<file path="src/rtl/adc_seq_pkg.sv">
package adc_seq_pkg;
  localparam logic [7:0] OFF_EN    = 8'h00;
  localparam logic [7:0] OFF_RAW   = 8'h04;
  localparam logic [7:0] OFF_MASK  = 8'h08;
  localparam logic [7:0] OFF_MIS   = 8'h0C;
  localparam logic [7:0] OFF_OVF   = 8'h10;
  localparam logic [7:0] OFF_UNF   = 8'h14;
  localparam logic [7:0] OFF_SEL   = 8'h18;
  localparam logic [7:0] OFF_FIFO  = 8'h20;

  localparam logic [31:0] LCG_MULT    = 32'd314159;
  localparam logic [31:0] LCG_INC     = 32'd1;
  localparam int unsigned EXT_TRIG    = 5;
  localparam int unsigned SAMPLE_BASE = 32'h200;

  function automatic logic [31:0] lcg_step(input logic [31:0] s);
    return s * LCG_MULT + LCG_INC;
  endfunction
endpackage

</file>
<file path="src/rtl/adc_noise_chain.sv">
module adc_noise_chain import adc_seq_pkg::*; #(
  parameter int NUM_SEQ  = 4,
  parameter int SAMPLE_W = 10
) (
  input  logic [31:0]                        noise_i,
  input  logic [NUM_SEQ-1:0]                 resp_i,
  output logic [31:0]                        noise_o,
  output logic [NUM_SEQ-1:0][SAMPLE_W-1:0]   sample_o
);
  logic [NUM_SEQ:0][31:0] chain;

  assign chain[0] = noise_i;

  // each responder advances the shared state once, lowest index first
  for (genvar n = 0; n < NUM_SEQ; n++) begin : g_step
    assign chain[n+1]  = resp_i[n] ? lcg_step(chain[n]) : chain[n];
    assign sample_o[n] = SAMPLE_W'(SAMPLE_BASE) + SAMPLE_W'(chain[n+1][18:16]);
  end

  assign noise_o = chain[NUM_SEQ];
endmodule

</file>
<file path="src/rtl/adc_seq_fifo.sv">
module adc_seq_fifo #(
  parameter int DEPTH = 16,
  parameter int W     = 10,
  localparam int PTR_W = $clog2(DEPTH),
  localparam int CNT_W = PTR_W + 1
) (
  input  logic             clk_i,
  input  logic             rst_ni,
  input  logic             push_i,
  input  logic [W-1:0]     data_i,
  input  logic             pop_i,
  output logic [W-1:0]     rd_data_o,
  output logic             full_o,
  output logic             ovf_o,
  output logic             unf_o,
  output logic [CNT_W-1:0] cnt_o
);
  logic [W-1:0]     mem [DEPTH];
  logic [PTR_W-1:0] wr_ptr, rd_ptr;
  logic [CNT_W-1:0] cnt;
  logic [W-1:0]     last_q;
  logic             empty, do_push, do_pop;

  assign empty   = (cnt == '0);
  assign full_o  = (cnt == CNT_W'(DEPTH));
  assign do_push = push_i && !full_o;
  assign do_pop  = pop_i && !empty;
  assign ovf_o   = push_i && full_o;
  assign unf_o   = pop_i && empty;
  assign cnt_o   = cnt;

  assign rd_data_o = empty ? last_q : mem[rd_ptr];

  always_ff @(posedge clk_i) begin
    if (do_push) mem[wr_ptr] <= data_i;
  end

  always_ff @(posedge clk_i or negedge rst_ni) begin
    if (!rst_ni) begin
      wr_ptr <= '0;
      rd_ptr <= '0;
      cnt    <= '0;
      last_q <= '0;
    end else begin
      if (do_push) wr_ptr <= wr_ptr + 1'b1;
      if (do_pop) begin
        rd_ptr <= rd_ptr + 1'b1;
        last_q <= mem[rd_ptr];
      end
      case ({do_push, do_pop})
        2'b10:   cnt <= cnt + 1'b1;
        2'b01:   cnt <= cnt - 1'b1;
        default: cnt <= cnt;
      endcase
    end
  end
endmodule

</file>
<file path="src/rtl/adc_seq_ctrl.sv">
module adc_seq_ctrl import adc_seq_pkg::*; #(
  parameter int NUM_SEQ    = 4,
  parameter int FIFO_DEPTH = 16,
  parameter int ADDR_W     = 8,
  parameter int DATA_W     = 32,
  parameter int SEL_W      = 4,
  parameter int SAMPLE_W   = 10,
  localparam int CNT_W     = $clog2(FIFO_DEPTH) + 1,
  localparam int SELR_W    = NUM_SEQ * SEL_W
) (
  input  logic               clk_i,
  input  logic               rst_ni,
  input  logic               bus_req_i,
  input  logic               bus_we_i,
  input  logic [ADDR_W-1:0]  bus_addr_i,
  input  logic [DATA_W-1:0]  bus_wdata_i,
  output logic [DATA_W-1:0]  bus_rdata_o,
  input  logic               trig_i,
  output logic [NUM_SEQ-1:0] irq_o
);
  logic [NUM_SEQ-1:0] en_q, mask_q, raw_q, ovf_q, unf_q;
  logic [SELR_W-1:0]  sel_q;
  logic [31:0]        noise_q, noise_d;
  logic [DATA_W-1:0]  rdata_q, rd_mux;

  logic [NUM_SEQ-1:0]                resp, pop, fifo_full, fifo_ovf, fifo_unf;
  logic [NUM_SEQ-1:0][SAMPLE_W-1:0]  sample, fifo_rd;
  logic [NUM_SEQ-1:0][CNT_W-1:0]     fifo_cnt;

  logic wr, rd;
  assign wr = bus_req_i && bus_we_i;
  assign rd = bus_req_i && !bus_we_i;

  function automatic logic hit(input logic [ADDR_W-1:0] a, input logic [7:0] off);
    return a == ADDR_W'(off);
  endfunction

  for (genvar n = 0; n < NUM_SEQ; n++) begin : g_seq
    assign resp[n] = trig_i && en_q[n] &&
                     (sel_q[n*SEL_W +: SEL_W] == SEL_W'(EXT_TRIG));
    assign pop[n]  = rd && (bus_addr_i == ADDR_W'(OFF_FIFO + 8'(4*n)));

    adc_seq_fifo #(.DEPTH(FIFO_DEPTH), .W(SAMPLE_W)) u_fifo (
      .clk_i     (clk_i),
      .rst_ni    (rst_ni),
      .push_i    (resp[n]),
      .data_i    (sample[n]),
      .pop_i     (pop[n]),
      .rd_data_o (fifo_rd[n]),
      .full_o    (fifo_full[n]),
      .ovf_o     (fifo_ovf[n]),
      .unf_o     (fifo_unf[n]),
      .cnt_o     (fifo_cnt[n])
    );
  end

  adc_noise_chain #(.NUM_SEQ(NUM_SEQ), .SAMPLE_W(SAMPLE_W)) u_noise (
    .noise_i  (noise_q),
    .resp_i   (resp),
    .noise_o  (noise_d),
    .sample_o (sample)
  );

  // write-one-to-clear masks
  logic [NUM_SEQ-1:0] clr_raw, clr_ovf, clr_unf;
  assign clr_raw = (wr && hit(bus_addr_i, OFF_MIS)) ? bus_wdata_i[NUM_SEQ-1:0] : '0;
  assign clr_ovf = (wr && hit(bus_addr_i, OFF_OVF)) ? bus_wdata_i[NUM_SEQ-1:0] : '0;
  assign clr_unf = (wr && hit(bus_addr_i, OFF_UNF)) ? bus_wdata_i[NUM_SEQ-1:0] : '0;

  always_ff @(posedge clk_i or negedge rst_ni) begin
    if (!rst_ni) begin
      en_q    <= '0;
      mask_q  <= '0;
      sel_q   <= '0;
      raw_q   <= '0;
      ovf_q   <= '0;
      unf_q   <= '0;
      noise_q <= '0;
    end else begin
      if (wr && hit(bus_addr_i, OFF_EN))   en_q   <= bus_wdata_i[NUM_SEQ-1:0];
      if (wr && hit(bus_addr_i, OFF_MASK)) mask_q <= bus_wdata_i[NUM_SEQ-1:0];
      if (wr && hit(bus_addr_i, OFF_SEL))  sel_q  <= bus_wdata_i[SELR_W-1:0];
      raw_q   <= (raw_q & ~clr_raw) | resp;
      ovf_q   <= (ovf_q & ~clr_ovf) | fifo_ovf;
      unf_q   <= (unf_q & ~clr_unf) | fifo_unf;
      noise_q <= noise_d;
    end
  end

  always_comb begin
    rd_mux = '0;
    case (bus_addr_i)
      ADDR_W'(OFF_EN):   rd_mux = DATA_W'(en_q);
      ADDR_W'(OFF_RAW):  rd_mux = DATA_W'(raw_q);
      ADDR_W'(OFF_MASK): rd_mux = DATA_W'(mask_q);
      ADDR_W'(OFF_MIS):  rd_mux = DATA_W'(raw_q & mask_q);
      ADDR_W'(OFF_OVF):  rd_mux = DATA_W'(ovf_q);
      ADDR_W'(OFF_UNF):  rd_mux = DATA_W'(unf_q);
      ADDR_W'(OFF_SEL):  rd_mux = DATA_W'(sel_q);
      default: begin
        for (int n = 0; n < NUM_SEQ; n++)
          if (pop[n]) rd_mux = DATA_W'(fifo_rd[n]);
      end
    endcase
  end

  always_ff @(posedge clk_i or negedge rst_ni) begin
    if (!rst_ni)  rdata_q <= '0;
    else if (rd)  rdata_q <= rd_mux;
  end

  assign bus_rdata_o = rdata_q;
  assign irq_o       = raw_q & mask_q;
endmodule

</file>
<file path="config.mk">
export PLATFORM = sky130hd
export DESIGN_NAME = adc_seq_ctrl
export DESIGN_NICKNAME = d
export VERILOG_FILES = /design/src/rtl/adc_seq_pkg.sv /design/src/rtl/adc_noise_chain.sv /design/src/rtl/adc_seq_fifo.sv /design/src/rtl/adc_seq_ctrl.sv
export SDC_FILE = /design/constraint.sdc
export NUM_CORES = 1
export LEC_CHECK = 0
export BUFFER_PORTS_ARGS = -buffer_cell sky130_fd_sc_hd__buf_2
export CAP_MARGIN = 25
export CORE_ASPECT_RATIO = 2
export CORE_MARGIN = 3
export CORE_UTILIZATION = 50
export CTS_CLUSTER_DIAMETER = 150
export DETAILED_ROUTE_END_ITERATION = 10
export HOLD_SLACK_MARGIN = 0.12
export PLACE_DENSITY = 0.78
export SLEW_MARGIN = 15
export SYNTH_ARGS = -nofsm -noshare
export SYNTH_HDL_FRONTEND = slang
export SYNTH_HIERARCHICAL = 1
export SYNTH_SLANG_ARGS = --single-unit
export TNS_END_PERCENT = 50
</file>
<file path="constraint.sdc">
create_clock -name clk_i -period 29.1 [get_ports clk_i]
set_input_delay 1.455 -clock clk_i [delete_from_list [all_inputs] [get_ports clk_i]]
set_output_delay 1.455 -clock clk_i [all_outputs]
set_load 0.01 [all_outputs]
</file>
==> results.md <==
- Status: complete, no violations
- Detailed placement HPWL: between 70,000 and 80,000 um
- Setup TNS: 0 ns
- Total wire length: 106,300 um
- DIE HEIGHT: 446.1 um
- Internal Pwr Total: about 2.4 mW
- Fin. max-slew vios: 0
- Core box area: 95,490 um2
- All-Layer GR Usage: 0.2166
- Hold Vio Cnt, Final: 0
- Initial drt markers: 1,826
- CTS clk-pin slew, worst paths: 0.08 ns
- Clk sinks: about 800
- Final Skew: 0.03860 ns
- Post-layout min period: between 15 and 20 ns
- Worst path required time: between 20 and 30 ns
- Initial DRT Pass Iterations: 5
- Crit Path Class: flip-flop to flip-flop
- Rows: 160
- Die area: 100,800 um2
- R2R cell count: 69
- Utilization after layout: 0.5495
- Input/output buffers: 48
- RSZ-0062 raised after global routing: false
- Hold Slack: 0.4798 ns
- PwrDens: 69.13 nW/um2
- Max VDD drop: 51.53 uV
- Max-cap violations: 0
- Hold depth: 1
- Max clock buf depth: 3
- Gr ovfl total: 0
- Avg WL per Cell: 21.69 um
- Synthesis-to-finish area growth: 8.370%
- Clk pwr share: 0.257
- Final Setup Violations: 0
- Crit-path max FO: 18
- H-tree depth: 3
- Sw frac: 0.3462
- Global-route wire length before repair: 165,900 um
- Final period util: 0.6813
- Critical-path top delay cell: dfrtp_1
- Layout cells sized above 1: 0.1564
- DRC: 0
- Syn avg cell area: 13.70 um2
- Switch Pwr: 1.256 mW
- DRT antenna net count: 0
- Cells after DPL: 4,750
- Worst EP arrival: 20.29 ns
- Combinational share of power: 0.399
- Largest net degree at the start of global routing: 100
- Layout Cells excl Fill: 4,900
- Ports: 81
- Worst skew pair latency: 0.65 ns
- CTS tree: built
- FMAX: 50.44 MHz
- Worst hold-check path type: flip-flop to flip-flop
- Final GP Congestion: about 0.96
- Endpoint class of the critical path: flip-flop
- Crit path top cell by count: inv_1
- Synthesized cell area: 48,420 um2
- Die width: 226.0 um
- CTS resizes: 0
- Number of warnings issued by yosys: 6
- Max_slew headroom: 0.2366
- Mapped Cells: 3,535
- Worst setup SP type: flip-flop
- Final net count: roughly 4,300
- DR vias: 27,513
- Initial antenna violation count: 4
- Number of buffers created by CTS: 70
- Vias/cell: 5.615
- Worst Tran Pin Value: around 1.1 ns
- Place WS: roughly 9.3 ns
- PnR worst setup slack: 9.274 ns
- Crit-path max cell delay: 0.66 ns
- Number of global-route vias before repair: 29,554
- Root Buffer: clkbuf_16
- P_leak: 21.64 nW
- Power share of the sequential group: 0.344
- Initial Util: 0.5070
- Setup Buffers After CTS: 0
- CTS Hold Bufs: 0
## power groups by stage
stage | logic (mW) | clock network [mW] | registers, mW
after floorplan | 1.13 | 0 | 1.27
after global placement | 1.39 | 0 | 1.27
after detailed placement | 1.43 | 0 | 1.27
after CTS | 1.44 | 0.955 | 1.25
after global routing | 1.64 | 0.998 | 1.25
final | 1.45 | 0.933 | 1.25
## placed cells by master, fill, tap and decap left out, types with 9 or more instances in the layout
cell	instances
xnor2_1	66
o21ai_0	96
and3_1	13
nor3_1	40
nand2b_1	33
a21oi_1	74
clkbuf_1	11
conb_1	44
xor2_1	40
nand2_1	145
clkbuf_16	71
dfrtp_1	159
fa_1	298
buf_6	16
a221o_1	10
o221ai_1	20
ha_1	370
mux2_2	103
o21ai_1	35
nand3_1	21
nand4_1	10
mux2i_1	86
clkinv_1	15
edfxtp_1	640
a21o_1	38
buf_4	97
inv_1	544
and2_1	11
mux2_4	10
buf_2	47
mux4_2	143
o21a_1	9
nor2_1	148
## path summary, 6_finish.rpt
path,slack (ns),to,startpoint
setup / recovery,9.27,g_seq[3].u_fifo/mem[3][2]$_DFFE_PP_,noise_q[7]$_DFF_PN0_
hold / removal,0.48,unf_q[2]$_DFF_PN0_,unf_q[2]$_DFF_PN0_
setup reg to reg,9.27,g_seq[3].u_fifo/mem[3][2]$_DFFE_PP_,noise_q[7]$_DFF_PN0_
hold reg to reg,0.48,unf_q[2]$_DFF_PN0_,unf_q[2]$_DFF_PN0_
max in group asynchronous,26.70,g_seq[2].u_fifo/rd_ptr[2]$_DFFE_PN0P_,rst_ni
min in group asynchronous,0.87,g_seq[0].u_fifo/rd_ptr[2]$_DFFE_PN0P_,rst_ni
## cell type report
type | instances | area [um2]
antenna | 3 | 7.507
clock buffer | 83 | 1832
clock inverter | 45 | 483.0
fill | 7443 | 43020
inverter | 548 | 2057
multi-input combinational | 2041 | 22100
sequential | 803 | 23300
tap | 1215 | 1520
timing repair buffer | 162 | 1172
## routing by layer
layer | track usage | wire [um] | vias to the layer above
li1 | - | - | 12444
met1 | 0.2320 | 36410 | 13985
met5 | 0 | 13 | -
met3 | 0.02505 | 4509 | 277
met4 | 0.1137 | 6185 | 2
met2 | 0.4121 | 59160 | 805
## flip-flops by register name, indices dropped and copies added (netlist names)
name                 cells
en_q                     4
sel_q                   16
bus_rdata_o             16
noise_q                 19
mask_q                   4
g_seq.u_fifo/wr_ptr     16
ovf_q                    4
g_seq.u_fifo/last_q     40
unf_q                    4
g_seq.u_fifo/cnt_o      20
g_seq.u_fifo/rd_ptr     16
g_seq.u_fifo/mem       640
raw_q                    4
## worst max-delay path: cells and delay by family (launching register included)
family	cells	cell delay (ns)
fa+ha+maj	28	12.40
simple gates	6	0.81
flops	1	0.66
buf+inv	21	2.69
xor+xnor	3	0.46
compound gates	10	1.99
mux	1	0.59
## metrics by stage
| step | power, mW | area [um2] |
|---|---|---|
| floorplan | 2.399 | 48570 |
| global placement | 2.663 | 49730 |
| detailed placement | 2.697 | 50000 |
| CTS | 3.644 | 52310 |
| global route | 3.884 | 52470 |
| finish | 3.627 | 52470 |
(Power assumes the default switching activity.)
